## src/rtl/irqcap_pkg.sv

```systemverilog
package irqcap_pkg;
    localparam int CMD_W        = 8;
    localparam int INIT_BIT     = 4;
    localparam int LVL_BIT      = 3;
    localparam int ICW4_BIT     = 0;
    localparam int SINGLE_BIT   = 1;
    localparam int OCW_SEL_BIT  = 3;
    localparam int POLL_BIT     = 2;

    typedef struct packed {
        logic level_all;
        logic icw4;
        logic single;
        logic poll;
    } mode_t;

    typedef struct packed {
        logic req;
        logic isr;
        logic prev;
    } lane_t;
endpackage

```

## src/rtl/irqcap_ctrl.sv

```systemverilog
module irqcap_ctrl
    import irqcap_pkg::*;
#(
    parameter int N_IN = 8
) (
    input  logic             clk,
    input  logic             rst_n,
    input  logic             cmd_wr,
    input  logic             cmd_addr,
    input  logic [CMD_W-1:0] cmd_data,
    input  logic             trig_wr,
    input  logic [N_IN-1:0]  trig_data,
    output logic             init_hit,
    output mode_t            mode_q,
    output logic [N_IN-1:0]  trig_q
);
    mode_t           mode_d;
    logic [N_IN-1:0] trig_d;
    logic            ocw_hit;

    always_comb begin
        init_hit = cmd_wr && !cmd_addr && cmd_data[INIT_BIT];
        ocw_hit  = cmd_wr && !cmd_addr && !cmd_data[INIT_BIT] && cmd_data[OCW_SEL_BIT];
        mode_d   = mode_q;
        trig_d   = trig_q;
        if (init_hit) begin
            mode_d.level_all = cmd_data[LVL_BIT];
            mode_d.icw4      = cmd_data[ICW4_BIT];
            mode_d.single    = cmd_data[SINGLE_BIT];
            mode_d.poll      = 1'b0;
        end else if (ocw_hit) begin
            mode_d.poll      = cmd_data[POLL_BIT];
        end
        if (trig_wr) trig_d = trig_data;
    end

    always_ff @(posedge clk or negedge rst_n) begin
        if (!rst_n) begin
            mode_q <= '0;
            trig_q <= '0;
        end else begin
            mode_q <= mode_d;
            trig_q <= trig_d;
        end
    end

    assert_addr1_ignored_R8: assert property (@(posedge clk) disable iff (!rst_n)
        (cmd_wr && cmd_addr) |=> $stable(mode_q));
    assert_trig_kept_R3: assert property (@(posedge clk) disable iff (!rst_n)
        (init_hit && !trig_wr) |=> $stable(trig_q));
endmodule

```

## src/rtl/irqcap_lane.sv

```systemverilog
module irqcap_lane
    import irqcap_pkg::*;
(
    input  logic clk,
    input  logic rst_n,
    input  logic line,
    input  logic lvl_sel,
    input  logic init_clr,
    input  logic ack_hit,
    output logic req,
    output logic isr
);
    lane_t lane_d, lane_q;

    always_comb begin
        lane_d      = lane_q;
        lane_d.prev = line;
        if (init_clr) begin
            lane_d.req = 1'b0;
            lane_d.isr = 1'b0;
        end else begin
            if (ack_hit) begin
                lane_d.isr = 1'b1;
                if (!lvl_sel) lane_d.req = 1'b0;
            end
            if (lvl_sel)                    lane_d.req = line;
            else if (line && !lane_q.prev)  lane_d.req = 1'b1;
        end
    end

    always_ff @(posedge clk or negedge rst_n) begin
        if (!rst_n) lane_q <= '0;
        else        lane_q <= lane_d;
    end

    assign req = lane_q.req;
    assign isr = lane_q.isr;

    assert_init_clears_R2: assert property (@(posedge clk) disable iff (!rst_n)
        init_clr |=> (!req && !isr));
    assert_ack_sets_isr_R7: assert property (@(posedge clk) disable iff (!rst_n)
        (ack_hit && !init_clr) |=> isr);
    assert_level_follow_R5: assert property (@(posedge clk) disable iff (!rst_n)
        (lvl_sel && !init_clr) |=> (req == $past(line)));
    assert_edge_no_reset_R6: assert property (@(posedge clk) disable iff (!rst_n)
        (!lvl_sel && !req && !(line && !lane_q.prev)) |=> !req);
endmodule

```

## src/rtl/irq_trigger_capture.sv

```systemverilog
module irq_trigger_capture
    import irqcap_pkg::*;
#(
    parameter  int N_IN  = 8,
    localparam int IDX_W = $clog2(N_IN)
) (
    input  logic             clk,
    input  logic             rst_n,
    input  logic [N_IN-1:0]  irq_line,
    input  logic             cmd_wr,
    input  logic             cmd_addr,
    input  logic [CMD_W-1:0] cmd_data,
    input  logic             trig_wr,
    input  logic [N_IN-1:0]  trig_data,
    input  logic             ack_stb,
    input  logic [IDX_W-1:0] ack_idx,
    output logic [N_IN-1:0]  req_o,
    output logic [N_IN-1:0]  isr_o,
    output logic             pending_o,
    output logic             level_all_o,
    output logic             icw4_o,
    output logic             single_o,
    output logic             poll_o
);
    logic            init_hit;
    mode_t           mode_q;
    logic [N_IN-1:0] trig_q;
    logic [N_IN-1:0] lvl_sel;

    irqcap_ctrl #(.N_IN(N_IN)) u_ctrl (
        .clk(clk), .rst_n(rst_n),
        .cmd_wr(cmd_wr), .cmd_addr(cmd_addr), .cmd_data(cmd_data),
        .trig_wr(trig_wr), .trig_data(trig_data),
        .init_hit(init_hit), .mode_q(mode_q), .trig_q(trig_q)
    );

    assign lvl_sel = trig_q | {N_IN{mode_q.level_all}};

    for (genvar n = 0; n < N_IN; n++) begin : g_lane
        irqcap_lane u_lane (
            .clk(clk), .rst_n(rst_n),
            .line(irq_line[n]),
            .lvl_sel(lvl_sel[n]),
            .init_clr(init_hit),
            .ack_hit(ack_stb && (ack_idx == IDX_W'(n))),
            .req(req_o[n]),
            .isr(isr_o[n])
        );
    end

    assign pending_o   = |(req_o & ~isr_o);
    assign level_all_o = mode_q.level_all;
    assign icw4_o      = mode_q.icw4;
    assign single_o    = mode_q.single;
    assign poll_o      = mode_q.poll;
endmodule

```

## config.mk

```make
export PLATFORM = sky130hd
export DESIGN_NAME = irq_trigger_capture
export DESIGN_NICKNAME = d
export VERILOG_FILES = /design/src/rtl/irqcap_pkg.sv /design/src/rtl/irqcap_ctrl.sv /design/src/rtl/irqcap_lane.sv /design/src/rtl/irq_trigger_capture.sv
export SDC_FILE = /design/constraint.sdc
export NUM_CORES = 1
export LEC_CHECK = 0
export BUFFER_PORTS_ARGS = -buffer_cell sky130_fd_sc_hd__buf_2
export CAP_MARGIN = 20
export CORE_ASPECT_RATIO = 0.7
export CORE_MARGIN = 2
export CORE_UTILIZATION = 25
export DETAILED_ROUTE_END_ITERATION = 8
export MAX_ROUTING_LAYER = met4
export PLACE_DENSITY = 0.53
export SYNTH_ARGS = -nofsm -noshare
export SYNTH_HDL_FRONTEND = slang
export SYNTH_SLANG_ARGS = --single-unit
```

## constraint.sdc

```tcl
create_clock -name clk -period 2.52 [get_ports clk]
set_input_delay 0.504 -clock clk [delete_from_list [all_inputs] [get_ports clk]]
set_output_delay 0.504 -clock clk [all_outputs]
set_load 0.02 [all_outputs]
```

==> metrics.yaml <==
routing:
  wl_per_cell_um: 14.12
  dr.pass1.iters: 4
  drt-initial-drc-count: 34
  routed_wl_um: 3572
  vias: 1083
  vias_per_cell: 4.281
  antenna_left: 0
  drcViolationCount: 0
logic_synthesis:
  ys_seq_area_share_pct: 55.56
  yosysWarnings: 0
  synth_area_um2: 1622
  synth_cell_type_count: 23
  syn-instance-count: 140
  synth_nets: 173
  synth_seq_cells: 36
  synth.avg_cell_area_um2: 11.58
grt:
  grtUsageTotal_pct: 10.83
  overflow: 0
  grt_max_degree: 37
  grt_pass1_wl_um: 5809
  antenna_found_initial: 0
  grt_pass1_vias: 1128
setup_path:
  r2r_slack_ns: 1.46
  end_kind: "primary output"
  worstPathArrival_ns: 1.53
  critPathMaxFanout: 3
  crit_required_ns: 2.02
  crit_type: "reg -> out"
  crit_path_start_kind: "register"
  startpoint: "g_lane[5].u_lane.req$_DFFE_PN0P_"
  r2r_cells: 3
  rr_endpoint: "g_lane[1].u_lane.req$_DFFE_PN0P_"
  r2r-start: "u_ctrl.mode_q[3]$_DFFE_PN0P_"
layout:
  area_growth_pct: 16.67
  layout_common_cells: "buf_2 (50), dfrtp_1 (36), nor2_1 (14)"
  layout_commonest_cell: "buf_2"
  final_cells: 253
  drive_gt1_share_pct: 43.43
  n_antenna_cell: 0
  nets: 210
place:
  placed_cells_incl_taps: 248
  place_hpwl_um: 2734
  gp_congestion: 0.7468
  io_buffer_count: 50
sta:
  fmax_mhz: 491.5
  min_period_over_period_pct: 80.74
  slew_violations: 0
  fin_hold_ws_ns: 0.3078
  setup_violations: 0
  maxSlewHeadroom_pct: 46.75
  fin_tns_setup_ns: 0
  hold_viol_final: 0
  worst_pin_slew_ns: 0.7988
  rsz0062_at_grt: "false"
  fin_skew_ns: 0.004360
  min_period_ns: 2.035
cts:
  post_cts_resized: 0
  root_buffer: "clkbuf_8"
  clock_latency_ns: 0.28
  cts_hold_buf: 0
  cts_tree: "built"
  cts_buffer_depth: 2
  cts_made_buffers: 5
  numClockSinks: 36
  postCtsSetupBuffers: 0
  cts_max_level: 2
  path_clk_slew_ns: 0.07
die:
  dieHeight_um: 71.38
  num_rows: 24
  start_util_pct: 25.96
  die_x_um: 100.3
  dieArea_um2: 7157
  pin_count: 54
  placeableCoreArea_um2: 6246
pwr:
  irDropWorstVdd_mv: 0.1623
  cellLeakagePower_nw: 0.9000
  cellPowerDensity_nw_per_um2: 718.8
flow_run:
  cap_violations: 0
status:
  status: "finished, final reports clean"
hold_path:
  hp-class: "in -> async"
[critical path, stage by stage, from the launching register on]
cell	delay [ns]
dfrtp_1	0.40
inv_1	0.06
o22ai_1	0.08
or4_1	0.52
buf_2	0.18
[synth_stat cells]
| cell type | count | share of area, % |
|---|---|---|
| a21oi_1 | 8 | 2.5 |
| clkbuf_2 | 1 | 0.31 |
| a31oi_1 | 1 | 0.39 |
| nor2b_4 | 1 | 0.85 |
| nand2_1 | 3 | 0.69 |
| or4_1 | 1 | 0.46 |
| mux2_2 | 9 | 6.3 |
| buf_2 | 2 | 0.62 |
| buf_4 | 16 | 7.4 |
| nor2b_1 | 1 | 0.39 |
| o21a_1 | 8 | 3.7 |
| inv_1 | 9 | 2.1 |
| nor3_1 | 2 | 0.62 |
| dfrtp_1 | 36 | 56 |
| mux2_4 | 2 | 1.9 |
| nor2_1 | 14 | 3.2 |
| a21bo_2 | 8 | 4.9 |
| buf_6 | 1 | 0.69 |
| nand2b_1 | 3 | 1.2 |
| o311ai_0 | 2 | 1.1 |
| o211ai_1 | 6 | 2.8 |
| o22ai_1 | 5 | 1.9 |
| and2_4 | 1 | 0.54 |
[registers in the layout, indices dropped and copies added (netlist names)]
register	count
u_ctrl.mode_q	4
u_ctrl.trig_q	8
g_lane.u_lane.isr	8
g_lane.u_lane.lane_q	8
g_lane.u_lane.req	8
[power by group]
part / total [W] / switching, W / internal, W / leakage [nW]
sequential: 0.000698 / 0.0000506 / 0.000647 / 0.432
combinational: 0.000299 / 0.000170 / 0.000129 / 0.432
clock: 0.000363 / 0.000185 / 0.000178 / 0.0359
[routing by layer]
layer  global-route usage (%)  part of all wire, %  up-vias
met5                        -                    0        -
met4                    2.740                 0.22        0
met3                    3.024                  3.8        2
met2                    14.77                   43       28
met1                    15.79                   53      514
li1                         -                    -      539
[metrics by stage]
step / util, % / area [µm²] / setup WS [ns] / total power, W
after floorplan: - / 1622 / 0.9016 / 0.0009394
after global placement: 29.19 / 1823 / 0.7619 / 0.001008
after detailed placement: 29.19 / 1823 / 0.7976 / 0.001014
after CTS: 30.29 / 1892 / 0.4834 / 0.001380
after global routing: 30.29 / 1892 / 0.4320 / 0.001438
final: 30.29 / 1892 / 0.4854 / 0.001360
[layout make-up]
| class | count | area (µm²) |
|---|---|---|
| Clock buffer | 5 | 68.82 |
| Fill cell | 690 | 4354 |
| Inverter | 9 | 33.78 |
| Multi-Input combinational cell | 75 | 540.5 |
| Sequential cell | 36 | 900.9 |
| Tap cell | 78 | 97.59 |
| Timing Repair Buffer | 50 | 250.2 |
[logic make-up after synthesis]
| family | share of synthesized area (%) |
|---|---|
| DFF | 55.56 |
| muxes | 8.102 |
| and+or+nand+nor | 7.948 |
| buffers and inverters | 11.11 |
| AOI/OAI and AO/OA | 17.28 |
[worst max path at each step]
| stage | endpoint | slack, ns | depth (start not counted) |
|---|---|---|---|
| after global placement | pending_o | 0.76 | 4 |
| after global routing | pending_o | 0.43 | 4 |
| after CTS | pending_o | 0.48 | 4 |
| after detailed placement | pending_o | 0.80 | 4 |
| after floorplan | pending_o | 0.90 | 3 |
| final | pending_o | 0.49 | 4 |
Note: power is estimated with default switching activity, not from simulation.
